==> src/rtl/tag_lsu_pkg.sv <==
package tag_lsu_pkg;
    typedef enum logic [1:0] {
        LSU_NONE  = 2'b00,
        LSU_LOAD  = 2'b01,
        LSU_STORE = 2'b10,
        LSU_RSVD  = 2'b11
    } lsu_op_e;

    typedef enum logic {
        ST_IDLE      = 1'b0,
        ST_LOAD_RESP = 1'b1
    } lsu_state_e;
endpackage

==> src/rtl/tag_lsu_agen.sv <==
module tag_lsu_agen #(
    parameter int BASE_W = 16,
    parameter int OFF_W  = 10,
    parameter int ADDR_W = 11
) (
    input  logic [BASE_W-1:0] base_i,
    input  logic [OFF_W-1:0]  offset_i,
    output logic [ADDR_W-1:0] addr_o
);
    localparam int WOFF_W = OFF_W - 2;

    logic [ADDR_W-1:0] off_words;

    // Word offset = byte offset >>> 2, sign-extended or truncated to ADDR_W
    generate
        if (ADDR_W > WOFF_W) begin : g_ext
            assign off_words = {{(ADDR_W-WOFF_W){offset_i[OFF_W-1]}}, offset_i[OFF_W-1:2]};
        end else begin : g_trunc
            assign off_words = offset_i[ADDR_W+1:2];
        end
    endgenerate

    assign addr_o = base_i[ADDR_W-1:0] + off_words;
endmodule

==> src/rtl/tag_lsu_wpack.sv <==
module tag_lsu_wpack #(
    parameter int DATA_W = 16,
    parameter int PC_W   = 11,
    parameter int PAD_W  = 5,
    localparam int WORD_W = DATA_W + PC_W + PAD_W
) (
    input  logic [DATA_W-1:0] data_i,
    input  logic [PC_W-1:0]   pc_i,
    output logic [WORD_W-1:0] word_o
);
    assign word_o = {pc_i, {PAD_W{1'b0}}, data_i};
endmodule

==> src/rtl/tag_lsu_ctrl.sv <==
module tag_lsu_ctrl
    import tag_lsu_pkg::*;
#(
    parameter int IDX_W = 2
) (
    input  logic             clk,
    input  logic             rst_n,
    input  lsu_op_e          op_i,
    input  logic [IDX_W-1:0] dst_i,
    output logic             mem_en_o,
    output logic             mem_we_o,
    output logic             rf_we_o,
    output logic [IDX_W-1:0] rf_waddr_o
);
    lsu_state_e       state_q, state_d;
    logic [IDX_W-1:0] dst_q;

    always_ff @(posedge clk) begin
        if (!rst_n) begin
            state_q <= ST_IDLE;
            dst_q   <= '0;
        end else begin
            state_q <= state_d;
            if (op_i == LSU_LOAD) dst_q <= dst_i;
        end
    end

    always_comb begin
        state_d = ST_IDLE;
        unique case (state_q)
            ST_IDLE:      state_d = (op_i == LSU_LOAD) ? ST_LOAD_RESP : ST_IDLE;
            ST_LOAD_RESP: state_d = (op_i == LSU_LOAD) ? ST_LOAD_RESP : ST_IDLE;
            default:      state_d = ST_IDLE;
        endcase
    end

    always_comb begin
        mem_en_o   = (op_i == LSU_LOAD) || (op_i == LSU_STORE);
        mem_we_o   = (op_i == LSU_STORE);
        rf_we_o    = 1'b0;
        rf_waddr_o = dst_q;
        unique case (state_q)
            ST_IDLE:      rf_we_o = 1'b0;
            ST_LOAD_RESP: rf_we_o = 1'b1;
            default:      rf_we_o = 1'b0;
        endcase
        if (!rst_n) begin
            mem_en_o = 1'b0;
            mem_we_o = 1'b0;
        end
    end
endmodule

==> src/rtl/tag_lsu.sv <==
module tag_lsu
    import tag_lsu_pkg::*;
#(
    parameter int BASE_W = 16,
    parameter int OFF_W  = 10,
    parameter int ADDR_W = 11,
    parameter int DATA_W = 16,
    parameter int PC_W   = 11,
    parameter int PAD_W  = 5,
    parameter int IDX_W  = 2,
    localparam int WORD_W = DATA_W + PC_W + PAD_W
) (
    input  logic              clk,
    input  logic              rst_n,
    input  logic [1:0]        op_i,
    input  logic [BASE_W-1:0] base_i,
    input  logic [OFF_W-1:0]  offset_i,
    input  logic [DATA_W-1:0] st_data_i,
    input  logic [PC_W-1:0]   pc_i,
    input  logic [IDX_W-1:0]  dst_i,
    output logic              mem_en_o,
    output logic              mem_we_o,
    output logic [ADDR_W-1:0] mem_addr_o,
    output logic [WORD_W-1:0] mem_wdata_o,
    input  logic [WORD_W-1:0] mem_rdata_i,
    output logic              rf_we_o,
    output logic [IDX_W-1:0]  rf_waddr_o,
    output logic [DATA_W-1:0] rf_wdata_o
);
    lsu_op_e op;
    assign op = lsu_op_e'(op_i);

    tag_lsu_agen #(.BASE_W(BASE_W), .OFF_W(OFF_W), .ADDR_W(ADDR_W)) u_agen (
        .base_i   (base_i),
        .offset_i (offset_i),
        .addr_o   (mem_addr_o)
    );

    tag_lsu_wpack #(.DATA_W(DATA_W), .PC_W(PC_W), .PAD_W(PAD_W)) u_wpack (
        .data_i (st_data_i),
        .pc_i   (pc_i),
        .word_o (mem_wdata_o)
    );

    tag_lsu_ctrl #(.IDX_W(IDX_W)) u_ctrl (
        .clk        (clk),
        .rst_n      (rst_n),
        .op_i       (op),
        .dst_i      (dst_i),
        .mem_en_o   (mem_en_o),
        .mem_we_o   (mem_we_o),
        .rf_we_o    (rf_we_o),
        .rf_waddr_o (rf_waddr_o)
    );

    // Read data arrives in the response cycle; take its low half
    assign rf_wdata_o = mem_rdata_i[DATA_W-1:0];
endmodule

==> config.mk <==
export PLATFORM = sky130hd
export DESIGN_NAME = tag_lsu
export DESIGN_NICKNAME = d
export VERILOG_FILES = /design/src/rtl/tag_lsu_pkg.sv /design/src/rtl/tag_lsu_agen.sv /design/src/rtl/tag_lsu_wpack.sv /design/src/rtl/tag_lsu_ctrl.sv /design/src/rtl/tag_lsu.sv
export SDC_FILE = /design/constraint.sdc
export NUM_CORES = 1
export LEC_CHECK = 0
export BUFFER_PORTS_ARGS = -buffer_cell sky130_fd_sc_hd__buf_4
export CAP_MARGIN = 20
export CELL_PAD_IN_SITES_DETAIL_PLACEMENT = 1
export CELL_PAD_IN_SITES_GLOBAL_PLACEMENT = 1
export CORE_ASPECT_RATIO = 0.5
export CORE_MARGIN = 5
export CORE_UTILIZATION = 16
export CTS_CLUSTER_DIAMETER = 120
export DETAILED_ROUTE_END_ITERATION = 12
export GPL_TIMING_DRIVEN = 0
export PLACE_DENSITY = 0.77
export SETUP_SLACK_MARGIN = 0.02
export SYNTH_ARGS = -nofsm -noshare
export SYNTH_HDL_FRONTEND = slang
export SYNTH_SLANG_ARGS = --single-unit
==> constraint.sdc <==
create_clock -name clk -period 2.81 [get_ports clk]
set_input_delay 0.562 -clock clk [delete_from_list [all_inputs] [get_ports clk]]
set_output_delay 0.562 -clock clk [all_outputs]
set_load 0.02 [all_outputs]
==> results.py, run 1 <==
metrics = {
    "final_layout": {
        "multi_input_comb_area_um2": 544,
        "fin_cells": 289,
        "layout-drive-gt1-share_pct": 66.7,
        "nNetsFinal": 321,
        "fill_cells": 708,
        "seq_area_um2": 60.1,
        "area_delta_synth_final_pct": 86.5,
        "n_antenna_cell": 0,
        "fin_util_pct": 31.7,
    },
    "hold_path": {
        "hp-class": "input port to register",
    },
    "global_routing": {
        "gr-usage-all-layers_pct": 8.63,
        "grt.overflow.total": 0,
        "grt_max_degree": 7,
        "antenna_found_initial": 0,
        "grt_pass1_vias": 1256,
        "grt_pass1_wl_um": 5510,
    },
    "setup_path": {
        "slowest_delay_ns": 0.35,
        "crit_chain": "buf_4 > ha_1 > inv_1 > fa_2 > nand2b_4 > a21oi_2 > nor3_2 > a21oi_2 > xor2_1 > buf_4",
        "critPathLaunchType": "input port",
        "criticalPathCategory": "input port to primary output",
        "cp.arrival_ns": 2.14,
        "critical_path.max_fanout": 2,
        "required_ns": 2.25,
        "critPathCaptureType": "primary output",
        "crit_buf_inv": 3,
        "slowest_stage": "fa_2",
        "critPathTopFamily": "adder cells",
    },
    "logic_synthesis": {
        "synth_cells": 125,
        "ys_warn_count": 0,
        "ys_types": 27,
        "ys_seq_elements": 3,
        "yosysSeqAreaShare_pct": 6.25,
        "netlist_area_um2": 961,
        "syn_area_per_cell_um2": 7.69,
    },
    "clock_network": {
        "path_clk_slew_ns": 0.03,
        "cts_tree": "built",
        "clockBufferDepth": 2,
        "insertion_delay_ns": 0.22,
        "clock-sinks": 3,
        "cts_buffers": 3,
        "cts_post_setup_buffers_inserted": 0,
        "cts_root_buffer": "clkbuf_16",
        "htree_levels": 1,
        "postCtsHoldBufs": 0,
    },
    "die": {
        "fp.dieW_um": 120,
        "die_area_mm2": 0.00775,
        "ios": 155,
        "start_util_pct": 17.0,
        "chipHeight_um": 64.8,
        "core_area_mm2": 0.00566,
        "num_rows": 19,
    },
    "timing": {
        "fin_worst_skew_ns": 0,
        "fin_tns_setup_ns": 0,
        "hold_violations": 0,
        "fmax_ghz": 0.370,
        "setup_viol": 0,
        "finalCritPeriodShare_pct": 96.2,
        "period_needed_ns": 2.70,
        "setup_ws_ns": 0.106,
        "finalMaxSlewViolations": 0,
    },
    "detailed_routing": {
        "wl_per_cell_um": 12.3,
        "num_vias": 1118,
        "vias_per_cell": 3.87,
        "firstDrtPassIters": 2,
        "drt-total-wl_um": 3570,
        "drtIter0Drc": 9,
        "drcViolationCount": 0,
        "ant_nets": 0,
    },
    "placed_design": {
        "dpl.hpwl_um": 3140,
        "pre_cts_slack_ns": -0.0327,
        "gp_congestion": 0.704,
        "port_buffers": 83,
        "dp.cells": 285,
    },
    "power": {
        "worst_ir_drop_vdd_uv": 144,
        "p_leak_nw": 0.987,
        "power-per-cell-area_mw_per_mm2": 379,
        "total_power_mw": 0.679,
    },
    "job": {
        "cap_violations": 0,
    },
    "status": {
        "outcome": "completed",
    },
}
==> layer usage <==
metal	up-vias	GRT usage, %	share of wire, %
met5	-	0	0
met4	0	2.28	1.7
met3	6	2.61	9.9
met2	72	18.8	57
met1	503	7.77	32
li1	537	-	-
==> cell usage in the layout, fill, tap and decap left out, types with 2 or more instances in the layout <==
cell,synthesis,final
xnor2_1,7,7
xor2_1,3,3
ha_1,12,12
conb_1,1,5
mux2i_1,2,2
a21oi_1,6,4
o21ai_0,2,2
nor2_1,3,3
a21oi_2,2,4
and2_1,2,2
clkbuf_16,0,3
inv_1,9,9
buf_4,48,131
nand2_1,6,6
nor2b_1,3,3
nand3_1,4,4
dfxtp_1,3,3
==> cells by family (layout without fill, tap and decap cells) <==
logic type / count (synthesis) / count (layout) / synth area share (%)
fa+ha+maj: 13 / 13 / 17.7
flops: 3 / 3 / 6.25
mux: 2 / 2 / 2.08
simple gates: 24 / 24 / 12.9
xor+xnor: 10 / 10 / 9.12
buf+inv: 57 / 144 / 41.0
other cells: 1 / 5 / 0.390
compound gates: 15 / 15 / 10.5
==> worst paths after layout <==
kind | depth (start not counted) | startpoint | end | slack [ns]
worst max-delay path | 10 | base_i[0] | mem_addr_o[8] | 0.11
worst min-delay path | 2 | rst_n | u_ctrl.state_q | 0.57
worst max register to register | 2 | u_ctrl.rf_waddr_o[0] | u_ctrl.rf_waddr_o[0] | 2.14
worst min register to register | 2 | u_ctrl.rf_waddr_o[0] | u_ctrl.rf_waddr_o[0] | 0.59
==> Yosys cell counts <==
cell       count  area (um^2)
xor2_1         3         26.3
buf_4         48          360
nor2b_1        3         18.8
o31ai_1        1         7.51
nand3_2        1         10.0
a21oi_2        2         17.5
nand3_1        4         20.0
fa_1           1         20.0
dfxtp_1        3         60.1
ha_1          12          150
nand2_1        6         22.5
and3_1         1         6.26
or2_2          1         6.26
o21ai_0        2         10.0
xnor2_1        7         61.3
a21oi_1        6         30.0
inv_1          9         33.8
o2111ai_2      1         15.0
a21o_1         1         7.51
nand2b_1       1         6.26
nor3_1         2         10.0
o21a_1         1         7.51
conb_1         1         3.75
nor2_1         3         11.3
a31oi_1        1         6.26
and2_1         2         12.5
mux2i_1        2         20.0
==> final cells by class <==
cell class / count / area share (%)
buffer: 48 / 20.1
clock buffer: 4 / 4.40
inverter: 9 / 1.89
multi-input combinational: 69 / 30.4
sequential: 3 / 3.35
tap: 73 / 5.10
timing repair buffer: 83 / 34.8
==> worst register-to-register path, delay by kind of cell (launching register included) <==
kind / cells / cell delay, ns
flip-flops: 1 / 0.34
multiplexers: 1 / 0.08
AND/OR/NAND/NOR: 1 / 0.16
==> timing repair <==
action                                  4_1_cts  5_1_grt
gates resized for setup                       3        2
endpoints found under the setup margin        2        1
pin swaps                                     1        1
gates cloned                                  0        0
==> state kept, by name, summed over array words and instances, names as in the netlist <==
name,flops
u_ctrl.rf_waddr_o,2
u_ctrl.state_q,1
==> power by group <==
group / internal [mW] / switching, mW
logic: 0.200 / 0.205
registers: 0.0449 / 0.00129
clock network: 0.187 / 0.0402
total: 0.432 / 0.247
==> per-stage QoR <==
step / area, um^2 / hold WS (ns)
floorplan: 976 / 0.589
global placement: 1690 / 0.501
detailed placement: 1690 / 0.539
CTS: 1780 / 0.571
global route: 1790 / 0.594
finish: 1790 / 0.575
Power figures use the tool's default switching activity.
==> inputs of run 2 (changes only) <==
--- a/config.mk
+++ b/config.mk
@@ -5,17 +5,18 @@
 export SDC_FILE = /design/constraint.sdc
 export NUM_CORES = 1
 export LEC_CHECK = 0
+export ABC_AREA = 1
 export BUFFER_PORTS_ARGS = -buffer_cell sky130_fd_sc_hd__buf_4
 export CAP_MARGIN = 20
 export CELL_PAD_IN_SITES_DETAIL_PLACEMENT = 1
 export CELL_PAD_IN_SITES_GLOBAL_PLACEMENT = 1
 export CORE_ASPECT_RATIO = 0.5
 export CORE_MARGIN = 5
-export CORE_UTILIZATION = 16
+export CORE_UTILIZATION = 17
 export CTS_CLUSTER_DIAMETER = 120
 export DETAILED_ROUTE_END_ITERATION = 12
 export GPL_TIMING_DRIVEN = 0
-export PLACE_DENSITY = 0.77
+export PLACE_DENSITY = 0.79
 export SETUP_SLACK_MARGIN = 0.02
 export SYNTH_ARGS = -nofsm -noshare
 export SYNTH_HDL_FRONTEND = slang
==> results.py, run 2 <==
metrics = {
    "logic_synthesis": {
        "synth.most_common_cell": "buf_4",
        "synth_compound_area_share_pct": 3.48,
        "synth_top_family_by_area": "buffers and inverters",
        "synthXorXnorAreaFrac_pct": 4.07,
        "yosys.area_share.simple_pct": 28.2,
        "synthArstFlopShare_pct": 0,
        "netlist_top_cells_count": "buf_4 (48), nand2_1 (46), inv_1 (26)",
        "synthMuxAreaShare_pct": 0,
        "synth_top_area_cell": "buf_4",
        "netlist_area_mm2": 0.00108,
        "synth_edf_count": 0,
        "synthAdderAreaFrac_pct": 15.8,
        "synth_cells": 176,
        "yosysSeqAreaShare_pct": 5.57,
        "yosysTopAreaCellShare_pct": 33.4,
        "ys_seq_elements": 3,
        "netlist_top_cells_area": "buf_4 (33%), nand2_1 (16%), ha_1 (14%)",
        "ys_warn_count": 0,
        "syn_area_per_cell_um2": 6.12,
        "ys_types": 17,
        "synth_ff_type": "dfxtp_1",
    },
    "final_layout": {
        "layout-drive-gt1-share_pct": 51.7,
        "nNetsFinal": 372,
        "final_common_cell": "buf_4",
        "n_antenna_cell": 0,
        "fin_util_pct": 31.2,
        "most-common-layout-cells": "buf_4 (131), nand2_1 (46), inv_1 (26)",
        "largest_reg_flops": 2,
        "area_delta_synth_final_pct": 76.8,
    },
    "power": {
        "clock_power_share_pct": 33.6,
        "worst_ir_drop_vdd_uv": 189,
        "p_seq_share_pct": 7.0,
        "combPwrFrac_pct": 59.4,
        "switching_power_mw": 0.247,
        "p_int_mw": 0.420,
        "power-per-cell-area_mw_per_mm2": 350,
        "switching_share_pct": 37.0,
        "p_leak_nw": 1.16,
    },
    "setup_path": {
        "reg2reg_to": "u_ctrl.rf_waddr_o[1]",
        "cp.arrival_ns": 2.03,
        "r2r_cells": 2,
        "r2r_slack_ns": 2.18,
        "reg2reg_from": "u_ctrl.rf_waddr_o[1]",
        "critPathCaptureType": "primary output",
        "criticalPathCategory": "input port to primary output",
        "crit_path_start": "base_i[0]",
        "required_ns": 2.25,
        "critical_path.max_fanout": 3,
        "critPathLaunchType": "input port",
    },
    "hold_path": {
        "hold_path_end": "u_ctrl.rf_waddr_o[0]",
        "hp-class": "register to register",
        "hold_start": "u_ctrl.rf_waddr_o[0]",
        "whs_path_depth": 2,
    },
    "clock_network": {
        "htree_levels": 1,
        "cts_post_setup_buffers_inserted": 0,
        "clockBufferDepth": 2,
        "path_clk_slew_ns": 0.03,
        "clock-sinks": 3,
        "cts_resized": 0,
        "cts_tree": "built",
        "insertion_delay_ns": 0.22,
        "cts_root_buffer": "clkbuf_16",
        "cts_buffers": 3,
        "postCtsHoldBufs": 0,
    },
    "detailed_routing": {
        "ant_nets": 0,
        "drt-total-wl_um": 3840,
        "vias_per_cell": 3.76,
        "firstDrtPassIters": 4,
        "num_vias": 1336,
        "drcViolationCount": 0,
        "wl_per_cell_um": 10.8,
        "drtIter0Drc": 15,
    },
    "timing": {
        "fin_tns_setup_ns": 0,
        "fmax_ghz": 0.386,
        "fin_worst_skew_ns": 0,
        "period_needed_ns": 2.59,
        "setup_viol": 0,
        "hold_violations": 0,
        "finalMaxSlewViolations": 0,
        "finalCritPeriodShare_pct": 92.3,
        "rsz0062_at_grt": "no",
    },
    "global_routing": {
        "grt.overflow.total": 0,
        "grt_pass1_vias": 1432,
        "grt_pass1_wl_um": 5690,
        "gr-usage-all-layers_pct": 8.40,
        "grt_max_degree": 7,
        "antenna_found_initial": 0,
    },
    "placed_design": {
        "port_buffers": 83,
        "dpl.hpwl_um": 3620,
        "gp_congestion": 0.816,
    },
    "die": {
        "core_area_mm2": 0.00611,
        "die_area_mm2": 0.00813,
        "fp.dieW_um": 123,
        "num_rows": 20,
        "chipHeight_um": 66.3,
        "start_util_pct": 17.6,
        "ios": 155,
    },
    "status": {
        "outcome": "completed",
    },
    "job": {
        "cap_violations": 0,
    },
}
==> run 2: cell types whose count changed after synthesis, moves of 2 or more <==
cell,delta
a21oi_1,-4
nor3_1,-2
nand3_1,+6
nand2_1,+40
nor2_1,+11
inv_1,+17
mux2i_1,-2
nand4_1,+2
and2_1,-2
nor2b_1,-3
xnor2_1,-6
==> run 2: area by class of cell <==
| type | count | area, um^2 |
|---|---|---|
| clock buffer | 4 | 78.8 |
| sequential | 3 | 60.1 |
| fill | 801 | 4200 |
| tap | 88 | 110 |
| buffer | 48 | 360 |
| timing repair buffer | 83 | 623 |
| inverter | 26 | 97.6 |
| multi-input combinational | 103 | 574 |
==> run 2: critical path, stage by stage <==
cell	delay, ns
buf_4	0.08
ha_1	0.19
inv_1	0.08
fa_1	0.42
inv_1	0.11
nand3_1	0.07
nand3_1	0.14
nand2_1	0.09
nand2_1	0.07
nand2_1	0.05
nand2_1	0.05
buf_4	0.13
==> run 2: logic make-up (layout without fill, tap and decap cells) <==
logic type	after synthesis	after routing
other	1	5
flip-flops	3	3
buffers and inverters	74	161
AO/OA/AOI/OAI	6	6
adder cells (fa/ha/maj)	13	13
AND/OR/NAND/NOR	74	74
XOR/XNOR	5	5
==> run 2: power groups by stage <==
stage               logic [mW]  registers, mW  clock network, mW
floorplan                0.243         0.0500                  0
global placement         0.392         0.0470                  0
detailed placement       0.402         0.0472                  0
CTS                      0.403         0.0466              0.227
global route             0.429         0.0468              0.235
finish                   0.396         0.0466              0.224
==> run 2: how the worst max path moves through the flow <==
stage                    endpoint  slack, ns  cells past startpoint
floorplan           mem_addr_o[4]       0.46                      7
global placement    mem_addr_o[8]       0.24                     12
detailed placement  mem_addr_o[8]       0.21                     12
CTS                 mem_addr_o[8]       0.20                     12
global route        mem_addr_o[8]       0.05                     12
finish              mem_addr_o[8]       0.22                     12
==> run 2: per-stage QoR <==
| step | std cells | power [mW] | hold WS (ns) | setup slack [ns] | instance area [um^2] |
|---|---|---|---|---|---|
| after floorplan | 180 | 0.293 | 0.590 | 0.464 | 1090 |
| after detailed placement | 351 | 0.450 | 0.494 | 0.207 | 1830 |
| after global placement | 351 | 0.439 | 0.483 | 0.243 | 1830 |
| after global routing | 355 | 0.711 | 0.537 | 0.0516 | 1900 |
| final | 355 | 0.667 | 0.500 | 0.218 | 1900 |
| after CTS | 355 | 0.677 | 0.501 | 0.201 | 1900 |
==> run 2: routing by layer <==
layer	GRT usage [%]	share of wire (%)	wire length (um)
met4	1.95	1.0	40
met3	1.20	6.8	262
met2	20.1	62	2370
met1	6.97	31	1170
met5	0	0	0
==> inputs of run 3 (changes only) <==
--- a/config.mk
+++ b/config.mk
@@ -12,11 +12,11 @@
 export CELL_PAD_IN_SITES_GLOBAL_PLACEMENT = 1
 export CORE_ASPECT_RATIO = 0.5
 export CORE_MARGIN = 5
-export CORE_UTILIZATION = 17
+export CORE_UTILIZATION = 15
 export CTS_CLUSTER_DIAMETER = 120
 export DETAILED_ROUTE_END_ITERATION = 12
 export GPL_TIMING_DRIVEN = 0
-export PLACE_DENSITY = 0.79
+export PLACE_DENSITY = 0.73
 export SETUP_SLACK_MARGIN = 0.02
 export SYNTH_ARGS = -nofsm -noshare
 export SYNTH_HDL_FRONTEND = slang
==> constraint.sdc (replaced) <==
create_clock -name clk -period 2.1 [get_ports clk]
set_input_delay 0.42 -clock clk [delete_from_list [all_inputs] [get_ports clk]]
set_output_delay 0.42 -clock clk [all_outputs]
set_load 0.02 [all_outputs]
==> results.py, run 3 (synthesis results as in run 2) <==
metrics = {
    "status": {
        "outcome": "completed",
    },
    "die": {
        "fp.dieW_um": 130,
        "ios": 155,
        "core_area_mm2": 0.00683,
        "num_rows": 21,
        "chipHeight_um": 69.9,
        "die_area_mm2": 0.00908,
        "start_util_pct": 15.8,
    },
    "final_layout": {
        "largest_reg_flops": 2,
        "fin_util_pct": 31.1,
        "layout-drive-gt1-share_pct": 60.9,
        "seq_area_um2": 60.1,
        "final_common_cell": "buf_4",
        "area_delta_synth_final_pct": 97.1,
        "fill_cells": 835,
        "nNetsFinal": 376,
        "fin_cells": 363,
        "most-common-layout-cells": "buf_4 (130), nand2_1 (40), inv_1 (24)",
        "multi_input_comb_area_um2": 739,
        "stdcell_area_mm2": 0.00212,
        "n_antenna_cell": 0,
    },
    "clock_network": {
        "cts_tree": "built",
        "clock-sinks": 3,
        "postCtsHoldBufs": 0,
        "insertion_delay_ns": 0.22,
        "clockBufferDepth": 2,
        "path_clk_slew_ns": 0.03,
        "htree_levels": 1,
        "cts_buffers": 3,
        "cts_root_buffer": "clkbuf_16",
    },
    "setup_path": {
        "critical_path.max_fanout": 3,
        "criticalPathCategory": "input port to primary output",
        "cp.arrival_ns": 1.62,
        "path_common_cell": "nand2_1",
        "critPathLaunchType": "input port",
        "critPathCaptureType": "primary output",
        "slowest_stage": "fa_2",
        "required_ns": 1.68,
        "crit_chain": "buf_6 > ha_4 > inv_2 > fa_2 > inv_2 > nand3_2 > nand3_4 > nand2_2 > nand2_1 > nand2_1 > nand2_1 > buf_6",
        "slowest_delay_ns": 0.34,
    },
    "placed_design": {
        "port_buffers": 83,
        "pre_cts_slack_ns": -0.225,
        "gp_congestion": 0.808,
        "dpl.hpwl_um": 3570,
        "dp.cells": 355,
        "dpl_cell_area_mm2": 0.00183,
    },
    "timing": {
        "setup_ws_ns": 0.0608,
        "finalCritPeriodShare_pct": 97.1,
        "fin_worst_skew_ns": 0,
        "rsz0062_at_grt": "yes",
        "finalMaxSlewViolations": 0,
        "hold_violations": 0,
        "period_needed_ns": 2.04,
        "fmax_ghz": 0.490,
        "setup_viol": 0,
    },
    "global_routing": {
        "gr-usage-all-layers_pct": 8.11,
        "grt_pass1_vias": 1466,
        "grt.overflow.total": 0,
        "grt_pass1_wl_um": 6290,
        "antenna_found_initial": 0,
        "grt_max_degree": 7,
    },
    "hold_path": {
        "hp-class": "input port to register",
    },
    "detailed_routing": {
        "ant_nets": 0,
        "vias_per_cell": 3.71,
        "drcViolationCount": 0,
        "wl_per_cell_um": 11.5,
        "firstDrtPassIters": 4,
        "drtIter0Drc": 24,
        "num_vias": 1348,
        "drt-total-wl_um": 4180,
    },
    "power": {
        "power-per-cell-area_mw_per_mm2": 456,
        "p_leak_nw": 1.20,
        "worst_ir_drop_vdd_uv": 196,
    },
    "job": {
        "cap_violations": 0,
    },
}
## run 3: cell types whose count changed in the layout (fill, tap and decap cells not counted), sizes merged
cell	previous run	this run
buf	131	135
## run 3: timing repair
item	4_1_cts	5_1_grt
setup endpoints to repair	4	7
setup buffers	4	0
pin swaps	3	10
resized for setup	12	25
## run 3: final timing paths
| path | startpoint | endpoint | slack, ns | cells after the start |
|---|---|---|---|---|
| min reg2reg | u_ctrl.rf_waddr_o[0] | u_ctrl.rf_waddr_o[0] | 0.51 | 2 |
| max | base_i[0] | mem_addr_o[8] | 0.06 | 12 |
| min | rst_n | u_ctrl.state_q | 0.42 | 3 |
| max reg2reg | u_ctrl.rf_waddr_o[1] | u_ctrl.rf_waddr_o[1] | 1.46 | 2 |
## run 3: metal layers
layer	GRT usage, %	share of wire [%]	routed length (um)
met2	18.7	63	2650
met5	0	0	0
met1	7.15	31	1300
met4	2.07	1.1	45
met3	0.685	4.2	175
## run 3: report_power, final
| group | internal, mW | leakage, nW | switching, mW |
|---|---|---|---|
| combinational | 0.296 | 1.14 | 0.310 |
| clock | 0.250 | 0.0382 | 0.0501 |
| sequential | 0.0608 | 0.0247 | 0.00145 |
## run 3: per-stage QoR
step	power [mW]	TNS, ns	hold slack (ns)
finish	0.969	0	0.424
global route	1.04	-0.0206	0.431
CTS	0.933	0	0.423
detailed placement	0.602	-0.656	0.533
global placement	0.590	-0.571	0.490
floorplan	0.392	0	0.518
## run 3: area by class of cell
type | count | share of cell area (%)
clock buffer | 4 | 3.71
tap | 92 | 5.42
timing repair buffer | 87 | 31.6
inverter | 26 | 4.60
buffer | 48 | 17.0
sequential | 3 | 2.83
multi-input combinational | 103 | 34.8
## run 3: critical path, delay by kind of cell
kind          cells  cell delay (ns)
buf+inv           4             0.31
simple gates      6             0.42
fa+ha+maj         2             0.47
